**src/rtl/oqpsk_merge_pkg.sv**
```systemverilog
// Shared types and helpers for the OQPSK chip merger.
package oqpsk_merge_pkg;

    // One in-phase / quadrature chip pair, in output order.
    typedef struct packed {
        logic i_bit;
        logic q_bit;
    } chip_pair_t;

    // Counter width able to hold values 0 .. n-1.
    function automatic int unsigned cnt_w(input int unsigned n);
        return (n < 2) ? 1 : $clog2(n);
    endfunction

endpackage

```
**src/rtl/oqpsk_pair_hold.sv**
```systemverilog
// Pairs an in-phase chip with the quadrature chip that follows it.
// Assumes: the armed input comes from the frame counter. Accepted q strobes
// are at least two cycles apart, which the output stage relies on.
module oqpsk_pair_hold
    import oqpsk_merge_pkg::*;
(
    input  logic       clk,
    input  logic       rst_n,
    input  logic       frame_start,
    input  logic       armed,
    input  logic       i_stb,
    input  logic       i_chip,
    input  logic       q_stb,
    input  logic       q_chip,
    output logic       pair_take,
    output chip_pair_t pair
);

    logic hold_bit;
    logic hold_vld;
    logic take_i;

    // Accept an I chip while armed, or as chip 0 in a frame-start cycle.
    assign take_i    = i_stb && (armed || frame_start);
    // A Q chip completes a pair only if an I chip is waiting.
    assign pair_take = q_stb && armed && hold_vld && !frame_start;
    assign pair      = '{i_bit: hold_bit, q_bit: q_chip};

    // Holding register: keep the newest unpaired I chip.
    always_ff @(posedge clk) begin
        if (!rst_n) begin
            hold_bit <= 1'b0;
            hold_vld <= 1'b0;
        end else if (frame_start) begin
            hold_bit <= i_chip;
            hold_vld <= i_stb;
        end else if (take_i) begin
            hold_bit <= i_chip;
            hold_vld <= 1'b1;
        end else if (pair_take) begin
            hold_vld <= 1'b0;
        end
    end

    AST_HOLD_CLEARS_ON_PAIR: assert property (@(posedge clk) disable iff (!rst_n)
        (pair_take && !i_stb) |=> !hold_vld);

    AST_HOLD_LOADS_ON_I: assert property (@(posedge clk) disable iff (!rst_n)
        (take_i && !frame_start) |=> (hold_vld && hold_bit == $past(i_chip)));

endmodule

```
**src/rtl/oqpsk_frame_ctr.sv**
```systemverilog
// Frame bookkeeping: arms on frame_start, counts accepted pairs to disarm,
// and counts output chips to place the done pulse.
// Assumes FRAME_CHIPS is even and at least 2.
module oqpsk_frame_ctr
    import oqpsk_merge_pkg::*;
#(
    parameter int unsigned FRAME_CHIPS = 704
) (
    input  logic clk,
    input  logic rst_n,
    input  logic frame_start,
    input  logic pair_take,
    input  logic chip_valid,
    output logic armed,
    output logic frame_done
);

    localparam int unsigned PAIRS = FRAME_CHIPS / 2;
    localparam int unsigned PW    = cnt_w(PAIRS);
    localparam int unsigned CW    = cnt_w(FRAME_CHIPS);

    logic [PW-1:0] pair_cnt;
    logic [CW-1:0] chip_cnt;
    logic          last_pair;
    logic          last_chip;

    assign last_pair = pair_take  && (pair_cnt == PW'(PAIRS - 1));
    assign last_chip = chip_valid && (chip_cnt == CW'(FRAME_CHIPS - 1));

    // Input side: arm on frame start, disarm after the final pair.
    always_ff @(posedge clk) begin
        if (!rst_n) begin
            armed    <= 1'b0;
            pair_cnt <= '0;
        end else if (frame_start) begin
            armed    <= 1'b1;
            pair_cnt <= '0;
        end else if (pair_take) begin
            if (last_pair) begin
                armed    <= 1'b0;
                pair_cnt <= '0;
            end else begin
                pair_cnt <= pair_cnt + 1'b1;
            end
        end
    end

    // Output side: count valid chips, pulse done after the last one.
    always_ff @(posedge clk) begin
        if (!rst_n) begin
            chip_cnt   <= '0;
            frame_done <= 1'b0;
        end else if (frame_start) begin
            chip_cnt   <= '0;
            frame_done <= 1'b0;
        end else begin
            frame_done <= last_chip;
            if (chip_valid) begin
                chip_cnt <= last_chip ? '0 : chip_cnt + 1'b1;
            end
        end
    end

    AST_DONE_ONE_CYCLE: assert property (@(posedge clk) disable iff (!rst_n)
        frame_done |=> !frame_done);

    AST_DONE_AFTER_CHIP: assert property (@(posedge clk) disable iff (!rst_n)
        frame_done |-> $past(chip_valid));

    AST_DISARM_AFTER_LAST: assert property (@(posedge clk) disable iff (!rst_n)
        (last_pair && !frame_start) |=> !armed);

endmodule

```
**src/rtl/oqpsk_chip_emit.sv**
```systemverilog
// Output serializer: puts out the I chip of a pair, then its Q chip one
// cycle later, from a one-entry Q slot.
// Assumes a new pair never arrives while the Q slot is still occupied.
module oqpsk_chip_emit
    import oqpsk_merge_pkg::*;
(
    input  logic       clk,
    input  logic       rst_n,
    input  logic       frame_start,
    input  logic       pair_take,
    input  chip_pair_t pair,
    output logic       chip_out,
    output logic       chip_valid
);

    logic out_bit;
    logic out_vld;
    logic q_slot;
    logic q_pend;

    // Drive the serial output: I on pair acceptance, then the queued Q.
    always_ff @(posedge clk) begin
        if (!rst_n) begin
            out_bit <= 1'b0;
            out_vld <= 1'b0;
            q_slot  <= 1'b0;
            q_pend  <= 1'b0;
        end else if (frame_start) begin
            out_vld <= 1'b0;
            q_pend  <= 1'b0;
        end else if (pair_take) begin
            out_bit <= pair.i_bit;
            out_vld <= 1'b1;
            q_slot  <= pair.q_bit;
            q_pend  <= 1'b1;
        end else if (q_pend) begin
            out_bit <= q_slot;
            out_vld <= 1'b1;
            q_pend  <= 1'b0;
        end else begin
            out_vld <= 1'b0;
        end
    end

    assign chip_out   = out_bit;
    assign chip_valid = out_vld;

    AST_NO_SLOT_CLASH: assert property (@(posedge clk) disable iff (!rst_n)
        pair_take |-> !q_pend);

    AST_Q_FOLLOWS_I: assert property (@(posedge clk) disable iff (!rst_n)
        (q_pend && !frame_start) |=> (out_vld && out_bit == $past(q_slot)));

    AST_SLOT_ONLY_AFTER_I: assert property (@(posedge clk) disable iff (!rst_n)
        q_pend |-> out_vld);

endmodule

```
**src/rtl/oqpsk_chip_merge.sv**
```systemverilog
// Top of the OQPSK chip merger: pairing stage, frame counter and
// serializer. Clock runs at the merged chip rate.
module oqpsk_chip_merge
    import oqpsk_merge_pkg::*;
#(
    parameter int unsigned FRAME_CHIPS = 704
) (
    input  logic clk,
    input  logic rst_n,
    input  logic frame_start,
    input  logic i_stb,
    input  logic i_chip,
    input  logic q_stb,
    input  logic q_chip,
    output logic chip_out,
    output logic chip_valid,
    output logic frame_done
);

    logic       armed;
    logic       pair_take;
    chip_pair_t pair;

    oqpsk_pair_hold u_pair (
        .clk         (clk),
        .rst_n       (rst_n),
        .frame_start (frame_start),
        .armed       (armed),
        .i_stb       (i_stb),
        .i_chip      (i_chip),
        .q_stb       (q_stb),
        .q_chip      (q_chip),
        .pair_take   (pair_take),
        .pair        (pair)
    );

    oqpsk_frame_ctr #(
        .FRAME_CHIPS (FRAME_CHIPS)
    ) u_ctr (
        .clk         (clk),
        .rst_n       (rst_n),
        .frame_start (frame_start),
        .pair_take   (pair_take),
        .chip_valid  (chip_valid),
        .armed       (armed),
        .frame_done  (frame_done)
    );

    oqpsk_chip_emit u_emit (
        .clk         (clk),
        .rst_n       (rst_n),
        .frame_start (frame_start),
        .pair_take   (pair_take),
        .pair        (pair),
        .chip_out    (chip_out),
        .chip_valid  (chip_valid)
    );

    AST_ACCEPT_ONLY_ARMED: assert property (@(posedge clk) disable iff (!rst_n)
        pair_take |-> armed);

endmodule

```
**config.mk**
```make
export PLATFORM = sky130hd
export DESIGN_NAME = oqpsk_chip_merge
export DESIGN_NICKNAME = d
export VERILOG_FILES = /design/src/rtl/oqpsk_merge_pkg.sv /design/src/rtl/oqpsk_pair_hold.sv /design/src/rtl/oqpsk_frame_ctr.sv /design/src/rtl/oqpsk_chip_emit.sv /design/src/rtl/oqpsk_chip_merge.sv
export SDC_FILE = /design/constraint.sdc
export NUM_CORES = 1
export LEC_CHECK = 0
export BUFFER_PORTS_ARGS = -buffer_cell sky130_fd_sc_hd__buf_4
export CAP_MARGIN = 10
export CORE_UTILIZATION = 60
export CTS_BUF_LIST = sky130_fd_sc_hd__clkbuf_4 sky130_fd_sc_hd__clkbuf_8
export DETAILED_ROUTE_END_ITERATION = 8
export PLACE_DENSITY = 0.8
export SYNTH_ARGS = -nofsm -noshare
export SYNTH_HDL_FRONTEND = slang
export SYNTH_SLANG_ARGS = --single-unit
```
**constraint.sdc**
```tcl
create_clock -name clk -period 1.69 [get_ports clk]
set_input_delay 0.169 -clock clk [delete_from_list [all_inputs] [get_ports clk]]
set_output_delay 0.169 -clock clk [all_outputs]
set_load 0.1 [all_outputs]
```
==> results of run 1 <==
-- worst paths after layout --
path | depth (start not counted) | to
worst max-delay path | 5 | u_ctr.pair_cnt[6]
worst min-delay path | 3 | u_pair.hold_bit
worst max register to register | 5 | u_ctr.pair_cnt[6]
worst min register to register | 2 | u_emit.q_slot
-- tightest hold or removal path: cells and delay by family --
family                 cells  cell delay (ns)
AND/OR/NAND/NOR            1             0.07
multiplexers               1             0.05
buffers and inverters      1             0.07
-- power groups by stage --
| stage | combinational, W | sequential, W | clock [W] |
|---|---|---|---|
| 4_1_cts | 0.0000511 | 0.000648 | 0.000295 |
| 2_1_floorplan | 0.0000262 | 0.000665 | 0 |
| 3_3_place_gp | 0.0000500 | 0.000662 | 0 |
| 3_5_place_dp | 0.0000508 | 0.000662 | 0 |
| 6_report | 0.0000509 | 0.000648 | 0.000291 |
| 5_1_grt | 0.0000555 | 0.000650 | 0.000314 |
-- cell type report --
type / count / area (sq um) / share of cell area [%]
Tap cell: 25 / 31.3 / 2.33
Clock buffer: 3 / 22.5 / 1.68
Multi-Input combinational cell: 105 / 622 / 46.3
Sequential cell: 27 / 544 / 40.5
Timing Repair Buffer: 14 / 105 / 7.82
Inverter: 3 / 11.3 / 0.838
Clock inverter: 1 / 7.51 / 0.559
-- cells by family (layout without fill, tap and decap cells) --
family | Yosys count | count (layout) | share of synthesized area, %
simple gates | 72 | 72 | 31.1
flops | 27 | 27 | 45.1
compound gates | 16 | 16 | 7.52
xor+xnor | 13 | 13 | 9.51
buf+inv | 7 | 21 | 2.93
fa+ha+maj | 2 | 2 | 2.09
mux | 2 | 2 | 1.67
-- registers in the layout (all words and copies together) (netlist names) --
name / cells
u_emit.chip_out: 1
u_ctr.chip_cnt: 10
u_emit.q_pend: 1
u_pair.hold_vld: 1
u_emit.chip_valid: 1
u_ctr.pair_cnt: 9
u_ctr.frame_done: 1
u_pair.hold_bit: 1
u_emit.q_slot: 1
u_ctr.armed: 1
-- routing by layer --
layer	vias to the layer above	global-route usage [%]	wire [um]
met2	22	38.9	1050
met4	0	10.9	39
met1	475	27.3	943
met5	-	0	0
met3	4	4.71	82
li1	506	-	-
-- synthesized netlist by cell type, types with 2 or more instances --
cell type	n	area, sq um
ha_1	2	25.0
nand3b_1	3	22.5
nand2b_1	3	18.8
o22ai_1	2	12.5
nor2_1	25	93.8
nand4_1	4	25.0
nor3_1	3	15.0
nand2_1	16	60.1
inv_1	3	11.3
dfxtp_1	27	541
o21ai_0	5	25.0
nand3_1	9	45.0
clkbuf_1	2	7.51
a21oi_1	6	30.0
xor2_1	5	43.8
nor4_1	2	12.5
mux2i_1	2	20.0
xnor2_1	8	70.1
-- through the flow --
| stage | instance area (sq um) | std cells | power, W |
|---|---|---|---|
| floorplan | 1200 | 139 | 0.000691 |
| global placement | 1310 | 174 | 0.000712 |
| detailed placement | 1310 | 174 | 0.000713 |
| CTS | 1340 | 178 | 0.000994 |
| global route | 1340 | 178 | 0.00102 |
| finish | 1340 | 178 | 0.000990 |
==> flow_summary.ini, run 1 <==
[finish]
fillers = 146
most-common-layout-cells = dfxtp_1, nor2_1, nand2_1
area_delta_synth_final_pct = 12.2
final_common_cell = dfxtp_1
layout.nets = 163
diodes = 0
post-route-util_pct = 74.6
drive_gt1_share_pct = 13.7

[sta]
clock_skew_ns = 0.00947
worst_hold_slack_ns = 0.0514
rsz0062_at_grt = false
final_hold_viol_count = 0
timing.fmax_mhz = 614
setup_tns_ns = 0
fin_ws_ns = 0.0617
period_share_pct = 96.3
report.final.slew_viol_count = 0
setup_viol = 0
worst_pin_slew_ns = 0.340
final.min_clock_period_ns = 1.63
relSlewSlack_pct = 77.1

[power_and_ir_drop]
seq_power_share_pct = 65.4
p_int_w = 0.000755
comb_power_share_pct = 5.1
power.density_nw_per_um2 = 737
vdd_drop_max_mv = 0.595
total_leakage_power_nw = 0.473
clkPwrFrac_pct = 29.4
p_sw_w = 0.000236
p_sw_share_pct = 23.8

[clock_tree]
cts_buffers = 3
cts.hold.buffers_added = 0
clk_pin_slew_worst_paths_ns = 0.15
cts-root-buf = clkbuf_4
cts-resized-gates = 0
h-tree-depth = 1
cts_setup_buffers = 0
cts_tree = yes
cts.path.max_buffers = 2
clkLatencyLatePin_ns = 0.34
cts.sinks = 27

[grt]
grt_pass1_vias = 879
grt_overflow = 0
grt_antenna_before_repair = 0
grt_pass1_wl_mm = 3.46
grt_max_degree = 17
grt_usage_pct = 22.9

[die]
die_w_um = 46.7
die_h_um = 46.7
pin_count = 10
start_util_pct = 66.5
core_area_sq_um = 1800
num_rows = 15
die-area_sq_um = 2180

[run_status]
status = finished clean

[setup_path]
crit_arrival_ns = 1.90
cp-start-kind = flop
critPathKind = flop to flop
cp.buffers_inverters = 1
max_stage_delay_ns = 0.42
path_cells = ha_1 -> inv_1 -> or3_4 -> or3b_1 -> a21oi_1
required_ns = 1.96
cp_max_fo = 5
crit_start = u_ctr.pair_cnt[0]
cp_top_family = simple AND/OR/NAND/NOR gates
reg2reg_slack_ns = 0.06
crit_slowest_cell = dfxtp_1
end_kind = flop
worstReg2RegStart = u_ctr.pair_cnt[0]

[routing]
drcViolationCount = 0
vias = 1007
vias_per_cell = 5.66
ant_nets = 0
avgRoutedWirePerCell_um = 11.9
drtIter0Drc = 14
drt_pass1_iterations = 4
routed_wirelength_mm = 2.11

[synth]
yosys_warnings = 0
seq_area_frac_synth_pct = 45.1
syn-num-nets = 148
ys_types = 30
synthCells = 139
synthFlopType = dfxtp_1
async_flop_share_pct = 0
synthesis.area_sq_um = 1200
syn_avg_cell_area_sq_um = 8.61
yosys_register_bits = 27
synth_edf_count = 0

[placed_design]
place_congestion = 0.787
place.port_buffers = 9
dp_hpwl_mm = 1.55
dpl_worst_slack_ns = 0.123

[run]
drv_cap = 0

[hold_path]
hp-start = i_chip
hp-class = input pin to flop
(Power assumes the default switching activity.)
==> run 2: changes to the inputs <==
--- a/config.mk
+++ b/config.mk
@@ -10,6 +10,7 @@
 export CORE_UTILIZATION = 60
 export CTS_BUF_LIST = sky130_fd_sc_hd__clkbuf_4 sky130_fd_sc_hd__clkbuf_8
 export DETAILED_ROUTE_END_ITERATION = 8
+export MAX_ROUTING_LAYER = met4
 export PLACE_DENSITY = 0.8
 export SYNTH_ARGS = -nofsm -noshare
 export SYNTH_HDL_FRONTEND = slang
==> constraint.sdc (replaced) <==
create_clock -name clk -period 1.69 [get_ports clk]
set_input_delay 0.169 -clock clk [delete_from_list [all_inputs] [get_ports clk]]
set_output_delay 0.169 -clock clk [all_outputs]
set_load 0.005 [all_outputs]
==> run 2 against run 1 <==
Sequential share of layout area decreased by 0.28 points; worst hold slack improved by 0.0054 ns; cell area increased by 0.47%; power about the same; global-route usage increased by 1.7 points; maximum frequency increased by 2.9%; highest routed layer unchanged; setup slack improved by 0.046 ns; critical endpoint unchanged; clock power about the same; register-to-register slack improved by 0.05 ns; clock skew increased by 0.014 ns; wire length increased by 5.8%; combinational power decreased by 5.5%.
==> flow_summary.ini, run 2 (synthesis results as in run 1) <==
[sta]
worst_pin_slew_ns = 0.341
clock_skew_ns = 0.0230
rsz0062_at_grt = false
final.min_clock_period_ns = 1.58
final_hold_viol_count = 0
setup_tns_ns = 0
report.final.slew_viol_count = 0
setup_viol = 0
timing.fmax_mhz = 632
period_share_pct = 93.6
relSlewSlack_pct = 77.2

[setup_path]
crit_slowest_cell = or3_4
reg2reg_depth = 5
path_cells = ha_1 -> inv_1 -> or3_4 -> or3b_1 -> a21oi_1
cp_max_fo = 5
required_ns = 1.96
crit_arrival_ns = 1.85
worstReg2RegStart = u_ctr.pair_cnt[0]
rr_endpoint = u_ctr.pair_cnt[6]
end_kind = flop
critPathKind = flop to flop
reg2reg_slack_ns = 0.11
max_stage_delay_ns = 0.40
cp-start-kind = flop
crit_start = u_ctr.pair_cnt[0]

[clock_tree]
cts_tree = yes
cts.sinks = 27
clk_pin_slew_worst_paths_ns = 0.16
h-tree-depth = 1
cts.path.max_buffers = 2
cts_setup_buffers = 0
clkLatencyLatePin_ns = 0.35
cts_buffers = 3
cts-root-buf = clkbuf_4

[grt]
grt_pass1_wl_mm = 3.67
grt_overflow = 0
grt_pass1_vias = 914
grt_antenna_before_repair = 0
grt_usage_pct = 24.7
grt_max_degree = 17

[die]
start_util_pct = 66.5
die_h_um = 46.7
core_area_sq_um = 1800
pin_count = 10
die-area_sq_um = 2180
num_rows = 15
die_w_um = 46.7

[routing]
vias_per_cell = 5.51
drcViolationCount = 0
ant_nets = 0
vias = 986
avgRoutedWirePerCell_um = 12.5
drt_pass1_iterations = 4
drtIter0Drc = 34
routed_wirelength_mm = 2.24

[finish]
regMostFlops = u_ctr.chip_cnt
post-route-util_pct = 74.9
layout.nets = 164
most-common-layout-cells = nor2_1, dfxtp_1, nand2_1
reg_top3 = u_ctr.chip_cnt (10), u_ctr.pair_cnt (9)
fillers = 145
diodes = 0
area_delta_synth_final_pct = 12.7
largest_reg_flops = 10
drive_gt1_share_pct = 14.9

[hold_path]
hp-class = input pin to flop
min_to = u_emit.q_slot
worstHoldPathCells = 3
hp-start = q_chip

[run_status]
status = finished clean

[placed_design]
place_congestion = 0.805
place.port_buffers = 9
dp_hpwl_mm = 1.62

[power_and_ir_drop]
total_leakage_power_nw = 0.479
power.density_nw_per_um2 = 734
vdd_drop_max_mv = 0.600

[run]
drv_cap = 0
-- run 2: worst max-delay path by stage --
stage / endpoint / slack [ns] / cells after the start
6_report: u_ctr.pair_cnt[6] / 0.11 / 5
5_1_grt: u_ctr.pair_cnt[6] / 0.03 / 5
4_1_cts: u_ctr.pair_cnt[6] / 0.06 / 5
3_5_place_dp: u_ctr.pair_cnt[6] / 0.10 / 5
3_3_place_gp: u_ctr.pair_cnt[6] / 0.16 / 5
2_1_floorplan: u_ctr.pair_cnt[0] / 0.15 / 5
-- run 2: power by group --
| group | switching, W | internal (W) |
|---|---|---|
| Clock | 0.000202 | 0.0000910 |
| Sequential | 0.00000632 | 0.000643 |
| Combinational | 0.0000254 | 0.0000227 |
-- run 2: through the flow --
step,worst slack (ns),cell area [sq um],hold slack [ns],instances,power [W]
4_1_cts,0.0587,1350,0.0636,179,0.000995
3_5_place_dp,0.103,1320,0.424,175,0.000711
2_1_floorplan,0.147,1200,0.305,139,0.000688
6_report,0.107,1350,0.0568,179,0.000990
3_3_place_gp,0.156,1320,0.402,175,0.000710
5_1_grt,0.0277,1350,0.0664,179,0.00102
-- run 2: routing by layer --
layer / vias to the layer above / GRT usage (%) / wire [um]
li1: 509 / - / -
met1: 457 / 29.0 / 1050
met2: 18 / 40.8 / 1100
met3: 2 / 4.71 / 64
met4: 0 / 10.3 / 21
met5: - / - / 0
-- run 2: critical path: cells and delay by family (launching register included) --
family	cells	cell delay, ns
AOI/OAI and AO/OA	1	0.13
adders and majority gates	1	0.19
buffers and inverters	1	0.07
DFF	1	0.38
and+or+nand+nor	2	0.75
-- run 2: area by class of cell --
type | instances | area (sq um) | area share (%)
clock inverters | 1 | 7.51 | 0.556
clock buffers | 3 | 22.5 | 1.67
flip-flops and latches | 27 | 543 | 40.2
inverters | 3 | 11.3 | 0.834
multi-input cells | 105 | 622 | 46.1
well taps | 25 | 31.3 | 2.32
repair buffers | 15 | 113 | 8.34
-- run 2: repair_timing --
| item | 4_1_cts | 5_1_grt |
|---|---|---|
| setup endpoints to repair | 0 | 1 |
| gates resized for setup | 0 | 2 |
| hold buffers | 0 | 0 |
==> run 3: changes to the inputs <==
--- a/config.mk
+++ b/config.mk
@@ -7,11 +7,11 @@
 export LEC_CHECK = 0
 export BUFFER_PORTS_ARGS = -buffer_cell sky130_fd_sc_hd__buf_4
 export CAP_MARGIN = 10
-export CORE_UTILIZATION = 60
+export CORE_UTILIZATION = 54
 export CTS_BUF_LIST = sky130_fd_sc_hd__clkbuf_4 sky130_fd_sc_hd__clkbuf_8
 export DETAILED_ROUTE_END_ITERATION = 8
 export MAX_ROUTING_LAYER = met4
-export PLACE_DENSITY = 0.8
+export PLACE_DENSITY = 0.76
 export SYNTH_ARGS = -nofsm -noshare
 export SYNTH_HDL_FRONTEND = slang
 export SYNTH_SLANG_ARGS = --single-unit
==> constraint.sdc (replaced) <==
create_clock -name clk -period 1.4 [get_ports clk]
set_input_delay 0.14 -clock clk [delete_from_list [all_inputs] [get_ports clk]]
set_output_delay 0.14 -clock clk [all_outputs]
set_load 0.005 [all_outputs]
==> run 3 against run 2 <==
The run now ends with negative setup slack left; highest routed layer unchanged; combinational power grew 51%; maximum frequency grew 8.1%; clock power up 17%; critical endpoint unchanged; cell area is 11% higher.
==> flow_summary.ini, run 3 (synthesis results as in run 1) <==
[die]
num_rows = 16
die_h_um = 49.1
pin_count = 10
die-area_sq_um = 2410
start_util_pct = 59.2
core_area_sq_um = 2020
die_w_um = 49.1

[routing]
routed_wirelength_mm = 2.39
ant_nets = 0
vias_per_cell = 5.40
avgRoutedWirePerCell_um = 12.2
drcViolationCount = 0
vias = 1053
drtIter0Drc = 31
drt_pass1_iterations = 4

[sta]
report.final.slew_viol_count = 0
rsz0062_at_grt = true
final_hold_viol_count = 0
clock_skew_ns = 0.00489
relSlewSlack_pct = 78.3
final.min_clock_period_ns = 1.46
timing.fmax_mhz = 683
period_share_pct = 105
worst_pin_slew_ns = 0.325
fin_ws_ns = -0.0646
setup_viol = 2
setup_tns_ns = -0.0959

[placed_design]
dpl_worst_slack_ns = -0.0407
place.port_buffers = 9
dp_hpwl_mm = 1.80
dp_cells = 191
place_congestion = 0.892

[grt]
grt_max_degree = 17
grt_pass1_wl_mm = 4.20
grt_usage_pct = 22.7
grt_antenna_before_repair = 0
grt_overflow = 0
grt_pass1_vias = 1012

[finish]
largest_reg_flops = 10
final_common_cell = buf_4
most-common-layout-cells = buf_4, nor2_1, dfxtp_1
diodes = 0
regMostFlops = u_ctr.chip_cnt
post-route-util_pct = 74.1
fin_cells = 195
area_delta_synth_final_pct = 25.2
drive_gt1_share_pct = 28.0
layout.nets = 178
reg_top3 = u_ctr.chip_cnt (10), u_ctr.pair_cnt (9)

[run_status]
status = complete, but fails checks
violations = negative setup slack

[setup_path]
critPathCapture = u_ctr.pair_cnt[6]
cp-start-kind = flop
crit_start = u_ctr.pair_cnt[0]
cp.buffers_inverters = 1
cp_max_fo = 4
cp_top_family = simple AND/OR/NAND/NOR gates
required_ns = 1.66
worstReg2RegStart = u_ctr.pair_cnt[0]
cp_num_cells = 5
path_cells = ha_4 -> inv_2 -> or3_4 -> or3b_1 -> a21oi_1
reg2reg_slack_ns = -0.06
end_kind = flop
crit_arrival_ns = 1.72
max_stage_delay_ns = 0.38
crit_slowest_cell = dfxtp_2
reg2reg_depth = 5
rr_endpoint = u_ctr.pair_cnt[6]
critPathKind = flop to flop

[power_and_ir_drop]
total_leakage_power_nw = 0.553
power.density_nw_per_um2 = 799
total_power_w = 0.00120
vdd_drop_max_mv = 0.913

[clock_tree]
cts.path.max_buffers = 2
cts_buffers = 3
clk_pin_slew_worst_paths_ns = 0.15
h-tree-depth = 1
cts-root-buf = clkbuf_4
cts_tree = yes
cts.hold.buffers_added = 0
clkLatencyLatePin_ns = 0.32
cts.sinks = 27

[run]
drv_cap = 0

[hold_path]
worstHoldPathCells = 3
hp-class = input pin to flop
run 3: cell types whose count changed in the layout (fill, tap and decap cells not counted), sizes merged:
cell and change:
buf +14
run 3: repair_timing:
action / in CTS / in global routing
cloned: 0 / 0
resized for setup: 0 / 7
pin swaps: 5 / 4
buffers inserted: 1 / 0
setup endpoints to repair: 2 / 15
run 3: worst min path at each step:
stage	start	end
after floorplan	rst_n	u_ctr.armed
after global routing	i_chip	u_pair.hold_bit
final	i_chip	u_pair.hold_bit
after global placement	i_chip	u_pair.hold_bit
after CTS	i_chip	u_pair.hold_bit
after detailed placement	i_chip	u_pair.hold_bit
run 3: worst reg2reg max path: stages, from the launching register on:
cell and delay (ns):
dfxtp_2 0.38, ha_4 0.14, inv_2 0.04, or3_4 0.37, or3b_1 0.35, a21oi_1 0.13
run 3: routing by layer:
layer | vias to the layer above | part of all wire [%] | global-route usage (%)
met1 | 500 | 48 | 26.9
met5 | - | 0 | -
li1 | 535 | - | -
met4 | 0 | 0.34 | 6.37
met2 | 16 | 50 | 39.7
met3 | 2 | 2.0 | 3.12
run 3: report_power, final:
part | internal (W) | switching, W
sequential | 0.000777 | 0.00000604
combinational | 0.0000371 | 0.0000354
clock | 0.000109 | 0.000233
total | 0.000923 | 0.000275
run 3: cell type report:
| class | count | area, sq um |
|---|---|---|
| timing repair buffer | 29 | 218 |
| inverter | 3 | 11.3 |
| tap | 27 | 33.8 |
| clock inverter | 1 | 7.51 |
| fill | 143 | 523 |
| multi-input combinational | 105 | 658 |
| sequential | 27 | 548 |
| clock buffer | 3 | 22.5 |
run 3: per-stage QoR:
step | cell area, sq um | hold slack [ns]
floorplan | 1220 | 0.268
global placement | 1440 | 0.372
detailed placement | 1440 | 0.383
CTS | 1480 | 0.0383
global route | 1500 | 0.0302
finish | 1500 | 0.0401
